===== src/rtl/fbag_pkg.sv =====
package fbag_pkg;

  typedef enum logic [1:0] {
    ROT_0   = 2'd0,
    ROT_90  = 2'd1,
    ROT_180 = 2'd2,
    ROT_270 = 2'd3
  } rot_e;

  // format code to bytes per pixel
  function automatic logic [2:0] bytes_per_pix(input logic [1:0] fmt);
    case (fmt)
      2'd0:    return 3'd4;
      2'd1:    return 3'd3;
      default: return 3'd2;
    endcase
  endfunction

endpackage


===== src/rtl/fbag_walker.sv =====
module fbag_walker #(
  parameter int CW = 9
) (
  input  logic          clk,
  input  logic          rst_n,
  input  logic          load_i,
  input  logic          step_i,
  input  logic [CW-1:0] wm1_i,
  input  logic [CW-1:0] hm1_i,
  output logic [CW-1:0] x_o,
  output logic [CW-1:0] y_o,
  output logic          busy_o,
  output logic          last_o
);

  logic [CW-1:0] x_q, x_d, y_q, y_d;
  logic          busy_q, busy_d;

  assign last_o = (x_q == wm1_i) && (y_q == hm1_i);

  always_comb begin
    x_d    = x_q;
    y_d    = y_q;
    busy_d = busy_q;
    if (load_i) begin
      x_d    = '0;
      y_d    = '0;
      busy_d = 1'b1;
    end else if (step_i) begin
      if (x_q == wm1_i) begin
        x_d = '0;
        if (y_q == hm1_i) begin
          y_d    = '0;
          busy_d = 1'b0;
        end else begin
          y_d = y_q + 1'b1;
        end
      end else begin
        x_d = x_q + 1'b1;
      end
    end
  end

  always_ff @(posedge clk or negedge rst_n) begin
    if (!rst_n) begin
      x_q    <= '0;
      y_q    <= '0;
      busy_q <= 1'b0;
    end else if (load_i || step_i) begin
      x_q    <= x_d;
      y_q    <= y_d;
      busy_q <= busy_d;
    end
  end

  assign x_o    = x_q;
  assign y_o    = y_q;
  assign busy_o = busy_q;

  p_hold_r3: assert property (@(posedge clk) disable iff (!rst_n)
    (busy_q && !step_i && !load_i) |=> ($stable(x_q) && $stable(y_q)));

  p_xy_range_r4: assert property (@(posedge clk) disable iff (!rst_n)
    busy_q |-> (x_q <= wm1_i && y_q <= hm1_i));

endmodule


===== src/rtl/fbag_map.sv =====
module fbag_map
  import fbag_pkg::*;
#(
  parameter int CW = 9,
  parameter int AW = 2*CW+2
) (
  input  logic [CW-1:0] x_i,
  input  logic [CW-1:0] y_i,
  input  logic [CW-1:0] wm1_i,
  input  logic [CW-1:0] hm1_i,
  input  logic [1:0]    rot_i,
  input  logic          tile_i,
  input  logic [1:0]    fmt_i,
  output logic [AW-1:0] addr_o
);

  logic [CW-1:0] u, v;
  logic [CW:0]   sw;
  logic [AW-1:0] lin_idx, tile_idx, idx;

  // rotate raster coordinates into stored column u, row v
  always_comb begin
    case (rot_e'(rot_i))
      ROT_0:   begin u = x_i;         v = y_i;         end
      ROT_90:  begin u = hm1_i - y_i; v = x_i;         end
      ROT_180: begin u = wm1_i - x_i; v = hm1_i - y_i; end
      default: begin u = y_i;         v = wm1_i - x_i; end
    endcase
    sw = rot_i[0] ? ({1'b0, hm1_i} + (CW+1)'(1)) : ({1'b0, wm1_i} + (CW+1)'(1));
  end

  // a tile row spans 8 stored rows; inside a tile the offset is {v%8,u%8}
  always_comb begin
    lin_idx  = AW'(v) * AW'(sw) + AW'(u);
    tile_idx = ((AW'(v >> 3) * AW'(sw)) << 3) + (AW'(u >> 3) << 6)
             + AW'({v[2:0], u[2:0]});
    idx      = tile_i ? tile_idx : lin_idx;
    addr_o   = idx * AW'(bytes_per_pix(fmt_i));
  end

endmodule


===== src/rtl/rot_fb_addr_gen.sv =====
module rot_fb_addr_gen
  import fbag_pkg::*;
#(
  parameter  int CW = 9,
  localparam int AW = 2*CW+2
) (
  input  logic          clk,
  input  logic          rst_n,
  input  logic          start_i,
  input  logic          pix_accept_i,
  input  logic [31:0]   dims_i,
  input  logic [1:0]    pix_fmt_i,
  input  logic [1:0]    rot_i,
  input  logic          tile_en_i,
  output logic [AW-1:0] addr_o,
  output logic          busy_o,
  output logic          done_o,
  output logic          irq_o,
  output logic          cfg_err_o
);

  localparam int HLSB = 16;

  logic [CW-1:0] wm1_in, hm1_in;
  logic [CW-1:0] wm1_q, hm1_q;
  logic [1:0]    rot_q, fmt_q;
  logic          tile_q;
  logic          done_q, done_d, irq_q, irq_d, err_q, err_d;
  logic          busy, last, cfg_ok, idle_start, go, step;
  logic [CW-1:0] x, y;
  logic          unused_dims;

  // field positions
  assign wm1_in      = dims_i[CW-1:0];
  assign hm1_in      = dims_i[HLSB +: CW];
  assign unused_dims = ^{dims_i[31:HLSB+CW], dims_i[HLSB-1:CW]};

  always_comb begin
    cfg_ok     = !tile_en_i || ((&wm1_in[2:0]) && (&hm1_in[2:0]));
    idle_start = start_i && !busy;
    go         = idle_start && cfg_ok;
    step       = busy && pix_accept_i;
    done_d     = step && last;
    irq_d      = go ? 1'b0 : (done_d ? 1'b1 : irq_q);
    err_d      = go ? 1'b0 : ((idle_start && !cfg_ok) ? 1'b1 : err_q);
  end

  always_ff @(posedge clk or negedge rst_n) begin
    if (!rst_n) begin
      wm1_q  <= '0;
      hm1_q  <= '0;
      rot_q  <= '0;
      fmt_q  <= '0;
      tile_q <= 1'b0;
    end else if (go) begin
      wm1_q  <= wm1_in;
      hm1_q  <= hm1_in;
      rot_q  <= rot_i;
      fmt_q  <= pix_fmt_i;
      tile_q <= tile_en_i;
    end
  end

  always_ff @(posedge clk or negedge rst_n) begin
    if (!rst_n) begin
      done_q <= 1'b0;
      irq_q  <= 1'b0;
      err_q  <= 1'b0;
    end else begin
      done_q <= done_d;
      irq_q  <= irq_d;
      err_q  <= err_d;
    end
  end

  fbag_walker #(.CW(CW)) u_walk (
    .clk    (clk),
    .rst_n  (rst_n),
    .load_i (go),
    .step_i (step),
    .wm1_i  (wm1_q),
    .hm1_i  (hm1_q),
    .x_o    (x),
    .y_o    (y),
    .busy_o (busy),
    .last_o (last)
  );

  fbag_map #(.CW(CW), .AW(AW)) u_map (
    .x_i    (x),
    .y_i    (y),
    .wm1_i  (wm1_q),
    .hm1_i  (hm1_q),
    .rot_i  (rot_q),
    .tile_i (tile_q),
    .fmt_i  (fmt_q),
    .addr_o (addr_o)
  );

  assign busy_o    = busy;
  assign done_o    = done_q;
  assign irq_o     = irq_q;
  assign cfg_err_o = err_q;

  // bound on the stored image size, used only by the range check
  logic [AW:0] img_bytes;
  assign img_bytes = (AW+1)'(wm1_q + 1'b1) * (AW+1)'(hm1_q + 1'b1)
                   * (AW+1)'(bytes_per_pix(fmt_q));

  p_addr_range_r4: assert property (@(posedge clk) disable iff (!rst_n)
    busy |-> ((AW+1)'(addr_o) < img_bytes));

  p_done_pulse_r10: assert property (@(posedge clk) disable iff (!rst_n)
    done_q |=> !done_q);

  p_done_idle_r10: assert property (@(posedge clk) disable iff (!rst_n)
    done_q |-> !busy);

  p_irq_hold_r11: assert property (@(posedge clk) disable iff (!rst_n)
    (irq_q && !start_i) |=> irq_q);

  p_bad_cfg_r12: assert property (@(posedge clk) disable iff (!rst_n)
    (start_i && !busy && !cfg_ok) |=> (!busy && err_q));

  p_busy_start_r13: assert property (@(posedge clk) disable iff (!rst_n)
    (busy && start_i && !(pix_accept_i && last)) |=> busy);

endmodule


===== config.mk =====
export PLATFORM = sky130hd
export DESIGN_NAME = rot_fb_addr_gen
export DESIGN_NICKNAME = d
export VERILOG_FILES = /design/src/rtl/fbag_pkg.sv /design/src/rtl/fbag_walker.sv /design/src/rtl/fbag_map.sv /design/src/rtl/rot_fb_addr_gen.sv
export SDC_FILE = /design/constraint.sdc
export NUM_CORES = 1
export LEC_CHECK = 0
export ABC_AREA = 1
export BUFFER_PORTS_ARGS = -buffer_cell sky130_fd_sc_hd__buf_2
export CORE_ASPECT_RATIO = 1.5
export CORE_MARGIN = 3
export CORE_UTILIZATION = 40
export CTS_CLUSTER_DIAMETER = 30
export DETAILED_ROUTE_END_ITERATION = 8
export HOLD_SLACK_MARGIN = 0.12
export PLACE_DENSITY = 0.68
export SYNTH_ARGS = -nofsm -noshare
export SYNTH_HDL_FRONTEND = slang
export SYNTH_SLANG_ARGS = --single-unit

===== constraint.sdc =====
create_clock -name clk -period 13.4 [get_ports clk]
set_input_delay 2.68 -clock clk [delete_from_list [all_inputs] [get_ports clk]]
set_output_delay 2.68 -clock clk [all_outputs]
set_load 0.05 [all_outputs]

# Yosys cells after proc, flatten, opt, wreduce, memory -nomap -nowiden
# Cells that the tools add are included.
# W data, S select, Z words.
# word_totals
register_bits,45
inputBits,41
output_inout_bits,24
elab_cells,72
# op_classes
n_addsub,9
multipliers,3
n_eq_ne,5
muxes,20
n_reduce_logical,24
# ops
operator,n
$mux W9,7
$pmux W9 S3,2
$add A19 B9 Y20,1
$add A20 B12 Y20,1
$add A20 B6 Y20,1
$add A9 B1 Y10 const B,2
$mul A20 B3 Y20,1
$mux W20,1
$mul A9 B10 Y19,1
$add A9 B1 Y9 const B,2
$eq A9 B9 Y1,2
$sub A9 B9 Y9,2
$mul A6 B10 Y16,1
$mux W10,1
$reduce_bool A2 Y1,5
$reduce_and A3 Y1,3
$mux W1,8
$logic_and A1 B1 Y1,7
$pmux W3 S2,1
$eq A2 B1 Y1 const B,2
$logic_not A2 Y1,2
$reduce_and A4 Y1,1
$logic_not A1 Y1,3
$eq A2 B2 Y1 const B,1
other kinds (2),3

# Longest topological paths before layout
# Gate-level depths: netlist of the first run.
# logic_depth
ltp_word,7
depth_mapped,51
mapped_depth_nobuf,50

# Cells and area by module
# Synthesis of the first run repeated with hierarchy kept, for this count alone.
# unflattened
hier_cells,1554
area_unflattened_um2,10455.0
# modules_own_cells
module,n_inst,cells_per_inst,area_each_um2,seq_area_each_um2
fbag_map,1,1237,7982.7,0.0
fbag_walker,1,195,1392.6,475.5
rot_fb_addr_gen,1,122,1079.8,650.6

# Worst setup path before layout of the first run
# No wires, ideal clock.
# synth_timing
path_type,reg-to-output
from,register u_walk.y_q[0] (netlist: u_walk.y_o[0])
to,output port addr_o[16]
arrival_time_ns,8.645
t_required_ns,10.720
path_slack_ns,2.075
stages_incl_launch_ff,36
path_buffers,0
cell_sequence,dfrtp_1 ha_1 fa_1 o21ai_0 nand2_1 o211ai_1 xor2_1 o211ai_1 o21ai_2 inv_1 nand2_1 fa_1 fa_1 inv_1 fa_1 inv_1 fa_1 fa_1 inv_1 ha_1 nand2_1 nor4_1 a21oi_1 o21ai_0 xor2_1 o21ai_0 inv_1 nand2_1 fa_1 inv_1 ha_1 nand4_1 o41ai_1 nand3_1 nand2_1 xor2_1
# synth_via
elab_chain_cells,7
elab_cells_between_ends,10
classes_between,add/sub (4); mul (3); mux (3)
# synth_lines
element,line,text
"start, declared",fbag_walker.sv:16,"logic [CW-1:0] x_q, x_d, y_q, y_d;"
"start signal, assigned",fbag_walker.sv:51,y_q <= y_d;
$sub A9 B9 Y9,"fbag_map.sv:25, fbag_map.sv:26",
$pmux W9 S3,fbag_map.sv:23,case (rot_e'(rot_i))
$mul A6 B10 Y16,fbag_map.sv:35,tile_idx = ((AW'(v >> 3) * AW'(sw)) << 3) + (AW'(u >> 3) << 6)
$add A20 B12 Y20,fbag_map.sv:35,
$add A20 B6 Y20,fbag_map.sv:36,"+ AW'({v[2:0], u[2:0]});"
$mux W20 (*),fbag_map.sv:37,idx = tile_i ? tile_idx : lin_idx;
$mul A20 B3 Y20 (*),fbag_map.sv:38,addr_o = idx * AW'(bytes_per_pix(fmt_i));
"end, declared",rot_fb_addr_gen.sv:15,"output logic [AW-1:0] addr_o,"
# Mark *: on every way between the ends. The rest lies on a longest branch, timed or not.

# Worst setup path in the final report of the first run
# layout_timing
from,register u_walk.y_q[0] (netlist: u_walk.y_o[0])
to,output port addr_o[19]
# Same word-level chain as after synthesis.

==> results by group, run 1 <==
Synth
  • Synth Area in Adders: between 30% and 40%
  • Mapped Area: 10000 um2
  • Portion of netlist area occupied by mux cells: 0.3002%
  • Synth area leader: fa_1
  • Predominant post-synthesis flop cell: dfrtp_1
  • Seq/Total Area, Yosys: 11.26%
  • Simple-Gate Fraction of Synth Area: 25.59%
  • XOR/XNOR Fraction of Synth Area: between 4 and 5%
  • Compound-gate portion of the synthesized area: about 13%
  • Yosys cell types: 55
  • Largest family of logic cells by synthesized area: adder cells
  • Post-synth EDFFs: 0
  • Cells after Synth: 1461
  • Syn Nets: roughly 1700
  • Ranking of synthesized cells by area: fa_1 19%, ha_1 14%, nand2_1 13%, dfrtp_1 11%, inv_1 11%
  • Share of the synthesized area in the top cell type: a little under a fifth
  • Yosys warns: 0
  • FF+latch count, synth: between 40 and 50
  • Ys async rst share: 100.0%
  • Mean post-synth cell area: 6.848 um2

Pwr
  • Switch Pwr: roughly 1.0 mW
  • Int Power: 0.6064 mW
  • Share of total power in the clock network: 7.6%
  • Switch share: between 60 and 70%
  • VDD IR max: approximately 0.00059 V
  • Sequential share of power: between 10% and 20%
  • Pwr Density: around 150 nW/um2
  • Combinational share of power: 82.2%
  • Leak Pwr: between 5 and 6 nW

Clock tree
  • Clock-pin slew on the worst setup and hold paths: roughly 0.06 ns
  • Post-cts sizing count: 0
  • Clk sinks: 45
  • CTS root buffer: clkbuf_16
  • TritonCTS clock tree: built
  • Worst-skew pair later-pin latency: 0.29 ns
  • H-tree lvl count: 2
  • Cts bufs inserted: 5
  • Postcts setup bufs: 0
  • Clk buf depth: 2
  • Hold-fix buffer count after cts: 0

GRT
  • Largest net degree at the start of global routing: 46
  • Grt ovf: 0
  • Initial antenna violation count: 0
  • First-pass GRT wire length: roughly 46000 um
  • Vias in the first global route: around 9600
  • All-Layer GR Usage: 20.87%

Final layout
  • Final nets: 1755
  • Area grow syn2layout: 7.741%
  • Fin cells: between 1500 and 2000
  • Ratio of cells with drive above 1 in the final layout: between 7 and 8%
  • N_diodes: 0
  • Fin util: between 40 and 50%
  • Final Instance Area: 10780 um2

Route
  • Final WL: 27370 um
  • Vias: roughly 9400
  • Via density: slightly above 5
  • DRT Pass-1 Iters: 6
  • DRC: 0
  • Drt initial violations: 492
  • Antenna Nets Post-Route: 0
  • WL per Instance: about 15 um

Timing
  • RSZ-0062 raised after global routing: false
  • Slew headroom: between 30 and 40%
  • Setup tns final: 0 ns
  • Fmax: ~79 MHz
  • Final Setup Violations: 0
  • Min Tclk post-route: between 10 and 15 ns
  • Slew Viols, Final: 0
  • Final Cycle Share: between 90% and 100%
  • Hold Violations, Final: 0
  • Slew @ Worst Pin: approximately 1 ns
  • Clock skew: 0.006677 ns

Placed design
  • Detailed placement HPWL: 23620 um
  • Dpl cell area: about 11000 um2
  • I/O Buffers: 50
  • Dpl cells: approximately 1800
  • GP Congestion: 0.9635

Run status
  • Status: complete, no violations

Setup path
  • Crit Path Class: reg2out
  • Worst Path Arrival: 9.98 ns
  • Largest delay contributor family on the critical path: adder cells
  • Critical Path RT: 10.72 ns
  • Worst R2R Start: u_walk.x_o[5]$_DFFE_PN0P_
  • Reg2Reg Setup Slack: roughly 11 ns
  • Crit-path slowest cell: fa_1
  • Crit-path max FO: 8
  • Crit-path most repeated cell: nand2_1
  • Worst Setup EP: addr_o[19]
  • Crit-path max cell delay: approximately 0.55 ns
  • Worst Setup SP: u_walk.y_o[0]$_DFFE_PN0P_
  • Critical Path Sink Type: output pin
  • R2r endpoint: u_walk.y_o[0]$_DFFE_PN0P_
  • Critical Path Stages: 40
  • R2R depth: 11
  • Crit path buf inv count: 7
  • Crit path launch type: flop

Floorplan
  • Overall die height: approximately 200 um
  • Die Footprint: approximately 27000 um2
  • Initial core utilization: about two fifths
  • Die width: 135.1 um
  • FP Rows: 70
  • Core area: 24520 um2
  • I/O pin cnt: 65

Worst hold path
  • Tightest Hold Check Type: reg2reg

Flow run
  • Max cap viols: 0
==> flip-flops by register name, summed over array words and instances (netlist names) <==
name / count
u_walk.y_o: 9
u_walk.busy_o: 1
cfg_err_o: 1
fmt_q: 2
irq_o: 1
done_o: 1
tile_q: 1
u_walk.x_o: 9
wm1_q: 9
rot_q: 2
hm1_q: 9
==> metal layers <==
metal / vias to the layer above / wire length, um / global-route usage [%]
li1: 4699 / - / -
met4: 0 / 1749 / 11.69
met5: - / 0 / 0
met2: 247 / 14360 / 40.36
met3: 89 / 896 / 1.385
met1: 4410 / 10360 / 22.09
==> cell families after synthesis <==
| family | Yosys count |
|---|---|
| buffers and inverters | 317 |
| XOR/XNOR | 52 |
| AND/OR/NAND/NOR | 610 |
| AO/OA/AOI/OAI | 226 |
| flip-flops | 45 |
| adder cells (fa/ha/maj) | 208 |
| multiplexers | 3 |
==> cells in the mapped netlist (4+ instances only) <==
cell,instances
a211oi_1,4
o211ai_1,5
nand4_1,12
nor4_1,4
xnor2_1,17
nand3_2,7
o21ai_0,70
nor2_2,5
fa_1,94
o22ai_1,10
a31oi_1,6
dfrtp_1,45
nand2_2,9
nor3_1,12
ha_1,114
buf_2,6
inv_1,282
a21oi_1,86
clkinv_1,6
o21ai_1,7
clkbuf_1,14
o31ai_1,4
nand3_1,65
nand2_1,355
nor2_1,128
inv_2,5
o21bai_1,12
xor2_1,34
==> area by class of cell <==
cell class | count | area (um2)
Fill cell | 2612 | 13740
Sequential cell | 45 | 1126
Tap cell | 324 | 405.4
Multi-Input combinational cell | 1099 | 7655
Clock inverter | 2 | 13.76
Clock buffer | 6 | 138.9
Timing Repair Buffer | 62 | 340.3
Inverter | 293 | 1100
==> through the flow <==
| stage | setup WS (ns) | total power, mW | hold WS [ns] |
|---|---|---|---|
| 6_report | 0.7409 | 1.648 | 0.5061 |
| 5_1_grt | 0.03962 | 1.797 | 0.5440 |
| 4_1_cts | 0.7852 | 1.653 | 0.5131 |
| 3_5_place_dp | 1.092 | 1.519 | 0.4935 |
| 3_3_place_gp | 1.064 | 1.506 | 0.4766 |
| 2_1_floorplan | 2.075 | 1.226 | 0.4647 |
==> power by group through the flow <==
stage	Sequential, mW	Combinational [mW]	Clock [mW]
final	0.167	1.36	0.126
after global routing	0.169	1.49	0.134
after CTS	0.166	1.36	0.129
after detailed placement	0.168	1.35	0
after global placement	0.168	1.34	0
after floorplan	0.163	1.06	0
==> layout by cell type (no fill, tap or decap), drive strengths merged, types with 8 or more instances in the layout <==
master and instances:
dfrtp 45, o22ai 10, xnor2 17, nand4 12, o21bai 13, o21ai 78
a21oi 87, nor3 12, nand2 365, ha 114, clkinv 8, fa 94
nand3 72, buf 62, nor2 135, inv 287, xor2 35
==> how the worst min path moves through the flow <==
stage | startpoint | to | slack (ns) | cells past startpoint
2_1_floorplan | wm1_q[3]$_DFFE_PN0P_ | wm1_q[3]$_DFFE_PN0P_ | 0.46 | 2
3_3_place_gp | irq_o$_DFFE_PN0P_ | irq_o$_DFFE_PN0P_ | 0.48 | 2
3_5_place_dp | irq_o$_DFFE_PN0P_ | irq_o$_DFFE_PN0P_ | 0.49 | 2
4_1_cts | irq_o$_DFFE_PN0P_ | irq_o$_DFFE_PN0P_ | 0.51 | 2
5_1_grt | fmt_q[1]$_DFFE_PN0P_ | fmt_q[1]$_DFFE_PN0P_ | 0.54 | 2
6_report | irq_o$_DFFE_PN0P_ | irq_o$_DFFE_PN0P_ | 0.51 | 2
==> tightest hold or removal path, cell delays in order (launching register included) <==
cell,delay (ns)
dfrtp_1,0.35
nor2_1,0.05
nor2_1,0.07
No activity file was read; power rests on OpenSTA's default activity.
==> inputs of run 2 (changes only) <==
CORE_UTILIZATION = 35   (was 40)
PLACE_DENSITY = 0.62   (was 0.68)
clock period = 16.4 ns   (was 13.4 ns; I/O delays follow)
==> run 2 against run 1 <==
Compared with the run above:
- total power down 17%
- non-clock buffer count down 6
- combinational power down 18%
- final cell count up 0.87%
- largest power group unchanged
- setup slack better by 2.2 ns
==> results by group, run 2 (synthesis gave the netlist of run 1 again) <==
Final layout
  • Area grow syn2layout: 7.717% (about the same)
  • Ratio of cells with drive above 1 in the final layout: 6.795% (-0.44 points)
  • Fillers: 2987 (+14%)
  • Area occupied by multi-input gates: 7655 um2 (unchanged)
  • Final nets: 1749 (-0.34%)
  • Register Area: 1126 um2 (unchanged)
  • Commonest non-fill, non-tap cell in the layout: nand2_1
  • N_diodes: 0 (unchanged)
  • Highest-count cells in the layout ignoring fill and taps: 355 x nand2_1, 282 x inv_1, 128 x nor2_1

Timing
  • Clock skew: 0.009346 ns (+0.002668 ns)
  • Hold Violations, Final: 0 (unchanged)
  • Slew @ Worst Pin: 1.022 ns (+0.01867 ns)
  • Slew headroom: 31.85% (-1.2 points)
  • Slew Viols, Final: 0 (unchanged)
  • Final Cycle Share: ~80%
  • RSZ-0062 raised after global routing: false
  • Worst setup margin: 2.898 ns (+2.157 ns)
  • Min Tclk post-route: 13.50 ns
  • Final Setup Violations: 0 (unchanged)
  • Fmax: between 70 and 80 MHz
  • Setup tns final: 0 ns (unchanged)

Pwr
  • VDD IR max: 0.0001545 V (-74%)
  • Pwr Density: 126.2 nW/um2 (-17%)
  • Leak Pwr: 5.826 nW (-0.41%)

GRT
  • Largest net degree at the start of global routing: 46 (unchanged)
  • Vias in the first global route: 9641 (+0.30%)
  • All-Layer GR Usage: 18.57% (-2.3 points)
  • First-pass GRT wire length: 45890 um (+0.30%)
  • Grt ovf: 0 (unchanged)
  • Initial antenna violation count: 0 (unchanged)

Clock tree
  • TritonCTS clock tree: built
  • Post-cts sizing count: 0 (unchanged)
  • Clk buf depth: 2 (unchanged)
  • Hold-fix buffer count after cts: 0 (unchanged)
  • Cts bufs inserted: 5 (unchanged)
  • CTS root buffer: clkbuf_16
  • Postcts setup bufs: 0 (unchanged)
  • H-tree lvl count: 2 (unchanged)
  • Worst-skew pair later-pin latency: 0.29 ns (about the same)
  • Clk sinks: 45 (unchanged)
  • Clock-pin slew on the worst setup and hold paths: 0.07 ns (about the same)

Setup path
  • Reg2Reg Setup Slack: 14.01 ns (+3.07 ns)
  • Crit path launch type: flop
  • Worst R2R Start: u_walk.x_o[5]$_DFFE_PN0P_
  • Worst Path Arrival: 10.22 ns (+0.24 ns)
  • Crit-path slowest cell: o21ai_0
  • Critical Path Sink Type: output pin
  • Worst Setup EP: addr_o[19]
  • Crit-path max cell delay: 0.83 ns (+0.28 ns)
  • Critical Path RT: 13.12 ns (+2.40 ns)
  • R2r endpoint: u_walk.y_o[0]$_DFFE_PN0P_
  • Crit Path Class: reg2out
  • Worst Setup SP: rot_q[0]$_DFFE_PN0P_
  • Crit-path max FO: 27 (+19)
  • R2R depth: 11 (unchanged)

Route
  • Via density: 5.057 (-2.0%)
  • DRC: 0 (unchanged)
  • Met2 WL: 14420 um (+0.44%)
  • Vias: 9340 (-1.1%)
  • Metal1 wirelength: 10770 um (+4.0%)
  • DRT Pass-1 Iters: 5 (-1)
  • WL per Instance: 14.95 um (about the same)
  • Met3 WL: 761 um (-15%)
  • Drt initial violations: 396 (-20%)
  • Final WL: 27620 um (+0.92%)
  • Antenna Nets Post-Route: 0 (unchanged)
  • Max Used Layer: met4

Floorplan
  • I/O pin cnt: 65 (unchanged)
  • Die Footprint: 30690 um2 (+14%)
  • Core area: 28060 um2 (+14%)
  • Overall die height: 213.1 um (+6.7%)
  • Die width: 144.0 um (+6.6%)
  • FP Rows: 75 (+7.1%)
  • Initial core utilization: 35.66% (-5.1 points)

Worst hold path
  • Tightest Hold Check Type: reg2reg

Placed design
  • Detailed placement HPWL: 24070 um (+1.9%)
  • GP Congestion: 0.9597 (-0.39%)
  • Pre-CTS setup slack: 3.252 ns (+2.160 ns)
  • I/O Buffers: 50 (unchanged)

Run status
  • Status: complete, no violations

Flow run
  • Max cap viols: 0 (unchanged)
## run 2: worst min path at each step
| stage | end | slack, ns | start | cells after the start |
|---|---|---|---|---|
| floorplan | wm1_q[3]$_DFFE_PN0P_ | 0.46 | wm1_q[3]$_DFFE_PN0P_ | 2 |
| global placement | wm1_q[6]$_DFFE_PN0P_ | 0.48 | wm1_q[6]$_DFFE_PN0P_ | 2 |
| detailed placement | irq_o$_DFFE_PN0P_ | 0.49 | irq_o$_DFFE_PN0P_ | 2 |
| CTS | irq_o$_DFFE_PN0P_ | 0.51 | irq_o$_DFFE_PN0P_ | 2 |
| global route | irq_o$_DFFE_PN0P_ | 0.54 | irq_o$_DFFE_PN0P_ | 2 |
| finish | wm1_q[6]$_DFFE_PN0P_ | 0.51 | wm1_q[6]$_DFFE_PN0P_ | 2 |
## run 2: report_power, final
part | leakage (nW) | switching, mW | internal [mW]
combinational | 5.23 | 0.797 | 0.311
sequential | 0.511 | 0.0154 | 0.122
clock | 0.0810 | 0.0432 | 0.0722
total | 5.83 | 0.855 | 0.505
## run 2: area by class of cell
type                            count  share of cell area (%)
Tap cell                          346                   4.017
Clock buffer                        6                   1.196
Sequential cell                    45                   10.45
Timing Repair Buffer               56                   2.740
Clock inverter                      2                  0.3599
Multi-Input combinational cell   1099                   71.03
Inverter                          293                   10.21
## run 2: worst max-delay path: cells and delay by family (launching register included)
family | cells | cell delay (ns)
buffers and inverters | 7 | 1.08
AND/OR/NAND/NOR | 13 | 2.83
adder cells (fa/ha/maj) | 8 | 3.69
flip-flops | 1 | 0.82
AO/OA/AOI/OAI | 3 | 1.09
XOR/XNOR | 2 | 0.37
## run 2: per-layer routing
| metal | global-route usage (%) | up-vias |
|---|---|---|
| met5 | 0 | - |
| li1 | - | 4688 |
| met3 | 0.9187 | 77 |
| met2 | 34.83 | 222 |
| met1 | 20.78 | 4353 |
| met4 | 9.844 | 0 |
## run 2: per-stage QoR
step	hold WS [ns]	cells	area (um2)	utilization, %	total power, mW
detailed placement	0.4886	1839	10610	37.81	1.246
global placement	0.4837	1839	10610	37.81	1.241
finish	0.5087	1847	10780	38.41	1.360
CTS	0.5050	1847	10780	38.41	1.368
global route	0.5374	1847	10780	38.41	1.480
floorplan	0.4647	1461	10000	-	1.002
